[src/rtl/ckpt_undo_pkg.sv]
package ckpt_undo_pkg;
  typedef enum logic [1:0] {
    ST_IDLE  = 2'd0,
    ST_FETCH = 2'd1,
    ST_LOG   = 2'd2
  } ctl_state_e;
endpackage

[src/rtl/line_flag_bank.sv]
module line_flag_bank #(
  parameter int IDX_W = 4,
  localparam int LINES = 1 << IDX_W
) (
  input  logic             clk,
  input  logic             rst_n,
  input  logic             clear_all,
  input  logic             set_en,
  input  logic [IDX_W-1:0] set_idx,
  input  logic [IDX_W-1:0] query_idx,
  output logic             query_hit
);
  logic [LINES-1:0] touched;

  for (genvar i = 0; i < LINES; i++) begin : g_flag
    always_ff @(posedge clk) begin
      if (!rst_n || clear_all) touched[i] <= 1'b0;
      else if (set_en && set_idx == IDX_W'(i)) touched[i] <= 1'b1;
    end
  end

  assign query_hit = touched[query_idx];

  // a set and a bulk clear never meet: checkpoints apply only when idle
  p_set_clear_excl_r6: assert property (@(posedge clk) disable iff (!rst_n)
    !(set_en && clear_all));

  // bulk clear empties every flag
  p_clear_empties_r6: assert property (@(posedge clk) disable iff (!rst_n)
    clear_all |=> (touched == '0));
endmodule

[src/rtl/epoch_ring.sv]
module epoch_ring #(
  parameter int EPOCHS = 4,
  localparam int EP_W = (EPOCHS > 1) ? $clog2(EPOCHS) : 1
) (
  input  logic            clk,
  input  logic            rst_n,
  input  logic            advance,
  output logic [EP_W-1:0] epoch
);
  localparam logic [EP_W-1:0] LAST = EP_W'(EPOCHS - 1);

  always_ff @(posedge clk) begin
    if (!rst_n) epoch <= '0;
    else if (advance) epoch <= (epoch == LAST) ? '0 : epoch + 1'b1;
  end

  // epoch never leaves the ring
  p_epoch_in_range_r7: assert property (@(posedge clk) disable iff (!rst_n)
    epoch <= LAST);

  // epoch only moves on an advance
  p_epoch_hold_r8: assert property (@(posedge clk) disable iff (!rst_n)
    !advance |=> $stable(epoch));
endmodule

[src/rtl/undo_ctrl.sv]
module undo_ctrl
  import ckpt_undo_pkg::*;
#(
  parameter int IDX_W  = 4,
  parameter int DATA_W = 32,
  parameter int EP_W   = 2
) (
  input  logic              clk,
  input  logic              rst_n,
  input  logic              ckpt_req,
  input  logic              wr_valid,
  input  logic [IDX_W-1:0]  wr_line,
  input  logic              line_flagged,
  input  logic [EP_W-1:0]   epoch,
  output logic              wr_ready,
  output logic              rd_en,
  output logic [IDX_W-1:0]  rd_line,
  input  logic [DATA_W-1:0] rd_data,
  output logic              set_en,
  output logic [IDX_W-1:0]  set_idx,
  output logic              ckpt_apply,
  output logic              log_valid,
  input  logic              log_ready,
  output logic [EP_W-1:0]   log_epoch,
  output logic [IDX_W-1:0]  log_line,
  output logic [DATA_W-1:0] log_data
);
  ctl_state_e        state, state_nx;
  logic              ckpt_held;
  logic              idle, want_ckpt, start_fetch;
  logic [IDX_W-1:0]  pend_line;
  logic [DATA_W-1:0] old_data;
  logic [EP_W-1:0]   old_epoch;

  assign idle        = (state == ST_IDLE);
  assign want_ckpt   = ckpt_req || ckpt_held;
  assign ckpt_apply  = idle && want_ckpt;
  assign start_fetch = idle && !want_ckpt && wr_valid && !line_flagged;
  assign wr_ready    = idle && !want_ckpt && line_flagged;
  assign rd_en       = start_fetch;
  assign rd_line     = wr_line;
  assign log_valid   = (state == ST_LOG);
  assign set_en      = log_valid && log_ready;
  assign set_idx     = pend_line;
  assign log_line    = pend_line;
  assign log_data    = old_data;
  assign log_epoch   = old_epoch;

  always_comb begin
    state_nx = state;
    unique case (state)
      ST_IDLE:  if (start_fetch) state_nx = ST_FETCH;
      ST_FETCH: state_nx = ST_LOG;
      ST_LOG:   if (log_ready) state_nx = ST_IDLE;
      default:  state_nx = ST_IDLE;
    endcase
  end

  always_ff @(posedge clk) begin
    if (!rst_n) begin
      state     <= ST_IDLE;
      ckpt_held <= 1'b0;
      pend_line <= '0;
      old_data  <= '0;
      old_epoch <= '0;
    end else begin
      state <= state_nx;
      if (ckpt_apply) ckpt_held <= 1'b0;
      else if (ckpt_req) ckpt_held <= 1'b1;
      if (start_fetch) pend_line <= wr_line;
      if (state == ST_FETCH) begin
        old_data  <= rd_data;
        old_epoch <= epoch;
      end
    end
  end

  // record held steady under back-pressure
  p_log_stable_r5: assert property (@(posedge clk) disable iff (!rst_n)
    (log_valid && !log_ready) |=> (log_valid && $stable(log_data)
                                   && $stable(log_line) && $stable(log_epoch)));

  // a record follows its read two cycles later, for the same line
  p_log_after_read_r2: assert property (@(posedge clk) disable iff (!rst_n)
    $rose(log_valid) |-> ($past(rd_en, 2) && log_line == $past(rd_line, 2)));

  // a pending record blocks the write it belongs to
  p_wr_gated_r3: assert property (@(posedge clk) disable iff (!rst_n)
    log_valid |-> !wr_ready);

  // a fetch and an accepted write never share a cycle
  p_rd_excl_r4: assert property (@(posedge clk) disable iff (!rst_n)
    rd_en |-> !wr_ready);
endmodule

[src/rtl/ckpt_undo_logger.sv]
module ckpt_undo_logger #(
  parameter int IDX_W  = 4,
  parameter int DATA_W = 32,
  parameter int EPOCHS = 4,
  localparam int EP_W = (EPOCHS > 1) ? $clog2(EPOCHS) : 1
) (
  input  logic              clk,
  input  logic              rst_n,
  input  logic              ckpt_req,
  input  logic              wr_valid,
  output logic              wr_ready,
  input  logic [IDX_W-1:0]  wr_line,
  input  logic [DATA_W-1:0] wr_data,
  output logic              rd_en,
  output logic [IDX_W-1:0]  rd_line,
  input  logic [DATA_W-1:0] rd_data,
  output logic              mem_wr_en,
  output logic [IDX_W-1:0]  mem_wr_line,
  output logic [DATA_W-1:0] mem_wr_data,
  output logic              log_valid,
  input  logic              log_ready,
  output logic [EP_W-1:0]   log_epoch,
  output logic [IDX_W-1:0]  log_line,
  output logic [DATA_W-1:0] log_data,
  output logic [EP_W-1:0]   epoch
);
  logic             hit, set_en, ckpt_apply;
  logic [IDX_W-1:0] set_idx;

  line_flag_bank #(.IDX_W(IDX_W)) u_flags (
    .clk       (clk),
    .rst_n     (rst_n),
    .clear_all (ckpt_apply),
    .set_en    (set_en),
    .set_idx   (set_idx),
    .query_idx (wr_line),
    .query_hit (hit)
  );

  epoch_ring #(.EPOCHS(EPOCHS)) u_epoch (
    .clk     (clk),
    .rst_n   (rst_n),
    .advance (ckpt_apply),
    .epoch   (epoch)
  );

  undo_ctrl #(.IDX_W(IDX_W), .DATA_W(DATA_W), .EP_W(EP_W)) u_ctrl (
    .clk          (clk),
    .rst_n        (rst_n),
    .ckpt_req     (ckpt_req),
    .wr_valid     (wr_valid),
    .wr_line      (wr_line),
    .line_flagged (hit),
    .epoch        (epoch),
    .wr_ready     (wr_ready),
    .rd_en        (rd_en),
    .rd_line      (rd_line),
    .rd_data      (rd_data),
    .set_en       (set_en),
    .set_idx      (set_idx),
    .ckpt_apply   (ckpt_apply),
    .log_valid    (log_valid),
    .log_ready    (log_ready),
    .log_epoch    (log_epoch),
    .log_line     (log_line),
    .log_data     (log_data)
  );

  assign mem_wr_en   = wr_valid && wr_ready;
  assign mem_wr_line = wr_line;
  assign mem_wr_data = wr_data;

  // a checkpoint pulse never lets a write through in its cycle
  p_ckpt_blocks_write_r6: assert property (@(posedge clk) disable iff (!rst_n)
    ckpt_req |-> !mem_wr_en);

  // epoch cannot move while a record waits
  p_epoch_frozen_r8: assert property (@(posedge clk) disable iff (!rst_n)
    log_valid |=> $stable(epoch));

  // memory write only on a handshake, never alongside a record
  p_mem_wr_r9: assert property (@(posedge clk) disable iff (!rst_n)
    mem_wr_en |-> (!log_valid && !rd_en));
endmodule

[config.mk]
export PLATFORM = sky130hd
export DESIGN_NAME = ckpt_undo_logger
export DESIGN_NICKNAME = d
export VERILOG_FILES = /design/src/rtl/ckpt_undo_pkg.sv /design/src/rtl/line_flag_bank.sv /design/src/rtl/epoch_ring.sv /design/src/rtl/undo_ctrl.sv /design/src/rtl/ckpt_undo_logger.sv
export SDC_FILE = /design/constraint.sdc
export NUM_CORES = 1
export LEC_CHECK = 0
export ABC_AREA = 0
export CORE_MARGIN = 2
export CORE_UTILIZATION = 41
export DETAILED_ROUTE_END_ITERATION = 8
export DONT_BUFFER_PORTS = 1
export RECOVER_POWER = 50
export SLEW_MARGIN = 10
export SYNTH_ARGS = -nofsm -noshare
export SYNTH_HDL_FRONTEND = slang
export SYNTH_SLANG_ARGS = --single-unit
[constraint.sdc]
create_clock -name clk -period 3 [get_ports clk]
set_input_delay 0.3 -clock clk [delete_from_list [all_inputs] [get_ports clk]]
set_output_delay 0.3 -clock clk [all_outputs]
set_load 0.05 [all_outputs]
-- Yosys cells after proc, flatten, opt, wreduce, memory -nomap -nowiden
Cells that the tools add are included.
- input bits: 73
- register bits: 59
- output and inout port bits: 84
- word-level logic and storage cells: 83
- reduce and logical (&&, ||, !) cells: 32
- bitwise operators: 1
- muxes and demuxes: 6
- add/subtract/negate cells: 1
- eq/ne operators: 20
- magnitude comparators: 1
- operator list (operator ; count):
    $eq A4 B4 Y1 const B ; 8
    $logic_and A1 B1 Y1 ; 23
    $eq A4 B3 Y1 const B ; 4
    $eq A4 B2 Y1 const B ; 2
    $mux W2 ; 3
    $pmux W2 S3 ; 1
    $lt A4 B5 Y1 const B ; 1
    $bmux W1 S4 ; 1
    $eq A2 B2 Y1 const B ; 2
    $eq A4 B1 Y1 const B ; 1
    $logic_not A4 Y1 ; 1
    $ne A2 B2 Y1 const B ; 2
    $logic_not A1 Y1 ; 3
    $add A2 B1 Y2 const B ; 1
    $eq A2 B1 Y1 const B ; 1
    $logic_not A2 Y1 ; 1
    $logic_or A1 B1 Y1 ; 2
    $reduce_and A2 Y1 ; 1
    $reduce_or A2 Y1 ; 1
    $mux W1 ; 1
    $not A1 Y1 ; 1

-- Logic depth before layout (Yosys ltp)
- depth in word-level cells: 7
- gate-level depth with buffers: 6
- mapped depth without buffers: 4

-- Hierarchy
Synthesis repeated with hierarchy kept, for this count alone.
- cells, all modules: 301
- area, all modules: 3010.4 µm²
- modules (own cells, without submodules) (module ; times used ; area each (µm²) ; seq. area each (µm²) ; cells each):
    undo_ctrl ; 1 ; 1965.6 ; 820.8 ; 190
    line_flag_bank ; 1 ; 673.1 ; 320.3 ; 66
    ckpt_undo_logger ; 1 ; 276.5 ; 0.0 ; 37
    epoch_ring ; 1 ; 95.1 ; 40.0 ; 8

-- Worst setup path before layout
Ideal clock, no wire load.
- kind: input-to-output
- from: in wr_line[2]
- to: out mem_wr_en
- required time: 2.700 ns
- setup slack: 1.027 ns
- cell stages on the path: 5
- arrival time: 1.673 ns
- path through: buf_6 mux2i_1 mux4_2 mux2i_1 and3_1
- longest elaborated chain between the ends: 4
- ends and longest elaborated chain (item ; line ; source):
    start, declared ; ckpt_undo_logger.sv:12 ; input logic [IDX_W-1:0] wr_line,
    $bmux W1 S4 ; line_flag_bank.sv:22 ; assign query_hit = touched[query_idx];
    $mux W1 (not written as such) ; line_flag_bank.sv:22 ;
    $logic_and A1 B1 Y1 ; undo_ctrl.sv:39 ; assign wr_ready = idle && !want_ckpt && line_flagged;
    $logic_and A1 B1 Y1 ; ckpt_undo_logger.sv:69 ; assign mem_wr_en = wr_valid && wr_ready;
    end, declared ; ckpt_undo_logger.sv:17 ; output logic mem_wr_en,
No other way between the ends. The select of a mux whose other input is x is not followed.

-- Final worst setup path
- from: reg u_ctrl.state[1]
- to: out rd_en
- longest elaborated chain between the ends: 4
- ends and longest elaborated chain (item ; line ; source):
    start, declared ; undo_ctrl.sv:28 ; ctl_state_e state, state_nx;
    start signal, assigned ; undo_ctrl.sv:67 ; state <= state_nx;
    $logic_not A2 Y1 ; undo_ctrl.sv:35 ; assign idle = (state == ST_IDLE);
    $logic_and A1 B1 Y1 (3 in a row) ; undo_ctrl.sv:38 ; assign start_fetch = idle && !want_ckpt && wr_valid && !line_flagged;
    end, declared ; ckpt_undo_logger.sv:14 ; output logic rd_en,
No other way between the ends.

==> impl_results.md <==
* Crit path launch type: flop
* Slowest-stage cell, CP: nor4_1
* CTS Sinks at 59
* Largest family of logic cells by synthesized area: simple AND/OR/NAND/NOR gates
* Final Cell Area at 2630 um2
* Vias in the first global route at 1,718
* Nets at 339
* Arr. time, crit path at 2.07 ns
* Failing checks: capacitance limit, slew limit
* Post-synthesis simple-gate area fraction at 0.187
* Buffers added on ports at 0
* Pleak at 0.000935 uW
* Starting DRT DRC Count at 68
* Dominant cell type by area after synthesis: dfxtp_1
* Final ANT Viol Nets at 0
* Detailed Routing Iterations Pass 1 at 4
* Placed cells at 331
* Power per Cell Area at 694 nW/um2
* Via density at 5.16
* WS Path Type: flop to output pin
* H-tree Lvls at 3
* Initial Util at 0.419
* Cells after Synth at 306
* Fmax at 0.421 GHz
* Worst R2R Start: u_ctrl.state[0]
* Post-CTS setup buffer count at 0
* Post-Syn Area at 2650 um2
* Max-cap violations at 1
* Clock skew after layout at 0.00604 ns
* Worst setup path startpoint: u_ctrl.state[1]
* Drt total wl at 5.21 mm
* HP Class: input pin to flop
* Detailed Place HPWL at 3.53 mm
* Final Non-Filler Cells at 347
* Post-synthesis mux area share at 0.0700
* Fin crit share at 0.791
* Worst rel slew slack at -0.000303
* Slowest stage delay, CP at 0.61 ns
* Post-CTS Resized at 0
* Area grow syn2layout at -0.756%
* Final setup TNS at 0 ns
* Via Count at 1,789
* Gr ovfl total at 0
* CTS Buffer Depth at 2
* Average size of a mapped cell at 8.65 um2
* Delay-heaviest family, CP: simple AND/OR/NAND/NOR gates
* Initial antenna violation count at 0
* Outcome: finished, violations left
* YS warnings at 0
* ANT cells at 0
* Pwr Total at 1820 uW
* Critical path cell sequence: nor4_1, and3_1, a22oi_4, inv_1
* Largest net degree at the start of global routing at 47
* Hold Buf Count CTS at 0
* Max VDD drop at 0.000288 V
* Hold Vio Cnt, Final at 0
* Die Y at 84.3 um
* Adder-cell area share of the yosys netlist at 0.00473
* Synth cell types at 26
* CP Capture Type: output pin
* Post-Synth XOR/XNOR Area at 0
* Final core occ at 0.416
* DRC viols at 0
* RSZ-0062 raised after global routing: no
* Die Footprint at 7110 um2
* Main area contributors after synthesis: dfxtp_1 (45%), buf_4 (11%), nand2_1 (10%), a21boi_0 (9.9%), mux2i_1 (5.3%)
* Clk_lat worst skew at 0.32 ns
* Worst Path Buf+Inv at 1
* GP Congestion at 0.779
* Net Count, Synth at 380
* Post-synth top area share at 0.446
* Hold path startpoint: rd_data[10]
* Post-synthesis compound-gate area fraction at 0.147
* First-pass GRT wire length at 8.31 mm
* Final Critical Period at 2.37 ns
* Synth Register Bits at 59
* IO Pins at 157
* Die X at 84.3 um
* Root buf cell: clkbuf_8
* Slew @ Worst Pin at 1.50 ns
* Crit Path Max Fanout at 7
* Cts bufs inserted at 9
* Cell area after placement at 2410 um2
* Clock slew at reported path FFs at 0.07 ns
* Total global-route track usage at 0.148
* Register area share after synthesis at 0.446
* Share of layout cells above drive strength 1 at 0.0852
* Core Footprint at 6310 um2
* CTS tree: done
* Worst EP required at 2.70 ns
* Max-slew violation count at 33
* Rows at 29
* Final setup viols at 0
* Per-cell routed wire length at 15.0 um
-- through the flow --
step / hold WS [ns] / worst slack [ns]
final: 0.116 / 0.626
after global routing: 0.0700 / 0.522
after CTS: 0.0836 / 0.646
after detailed placement: 0.428 / 1.02
after global placement: 0.427 / 1.02
after floorplan: 0.436 / 1.03
-- cells in the mapped netlist --
| master | instances |
|---|---|
| a21boi_0 | 35 |
| a21oi_1 | 8 |
| a22oi_4 | 1 |
| a31oi_1 | 8 |
| and2_1 | 1 |
| and2_2 | 1 |
| and3_1 | 2 |
| and3b_2 | 1 |
| buf_2 | 1 |
| buf_4 | 40 |
| buf_6 | 1 |
| clkbuf_1 | 15 |
| dfxtp_1 | 59 |
| ha_1 | 1 |
| inv_1 | 3 |
| mux2i_1 | 14 |
| mux4_2 | 2 |
| nand2_1 | 74 |
| nand2b_1 | 2 |
| nand3b_1 | 1 |
| nor2_1 | 19 |
| nor2b_1 | 7 |
| nor3_1 | 6 |
| nor4_1 | 1 |
| nor4b_1 | 1 |
| o21a_1 | 2 |
-- state kept, by name, summed over array words and instances (netlist names) --
signal and count:
u_flags.touched 16, u_ctrl.log_data 32, u_epoch.epoch 2, u_ctrl.ckpt_held 1, u_ctrl.log_epoch 2, u_ctrl.state 2, u_ctrl.log_line 4
-- power breakdown --
| group | total (uW) | internal, uW | switching, uW |
|---|---|---|---|
| combinational | 102 | 39.9 | 62.3 |
| sequential | 904 | 809 | 95.9 |
| clock | 817 | 512 | 305 |
| total | 1820 | 1360 | 463 |
-- final timing paths --
| path | to | slack, ns | cells past startpoint |
|---|---|---|---|
| setup / recovery | rd_en | 0.63 | 4 |
| hold / removal | u_ctrl.log_data[10] | 0.12 | 2 |
| hold reg to reg | u_flags.touched[13] | 0.47 | 2 |
| setup reg to reg | u_ctrl.log_data[3] | 0.90 | 4 |
-- layout by cell type (no fill, tap or decap) --
cell type and count:
buf_4 2, nand3b_1 1, and2_1 1, nor2b_2 1, nand2b_1 2, a22oi_4 1
dfxtp_1 59, nor4b_1 1, mux4_2 2, and2_2 1, clkbuf_1 4, inv_1 3
nor3_1 6, nor2b_1 6, nor2_1 19, clkbuf_8 11, and3b_2 1, a31oi_1 8
mux2i_1 14, clkinv_2 1, and3_1 2, clkinvlp_4 1, a21boi_0 35, nor4_1 1
o21a_1 2, nand2_1 74, ha_1 1, bufinv_16 2, a21oi_1 8
-- cell families after synthesis --
kind of cell | after synthesis
fa+ha+maj | 1
simple gates | 116
buf+inv | 60
compound gates | 54
mux | 16
flops | 59
-- final cells by class --
class                      instances  area (um2)
sequential                        59        1180
timing repair buffer               5        26.3
tap                               77        96.3
inverter                           3        11.3
fill                             637        3690
clock inverter                     4        72.6
multi-input combinational        187        1080
clock buffer                      12         155
-- metal layers --
layer | track usage | routed length (um) | vias up
li1 | - | - | 882
met1 | 0.173 | 2220 | 818
met2 | 0.224 | 2400 | 81
met3 | 0.0816 | 537 | 8
met4 | 0.0678 | 55 | 0
met5 | 0 | 0 | -
Note: power is estimated with default switching activity, not from simulation.
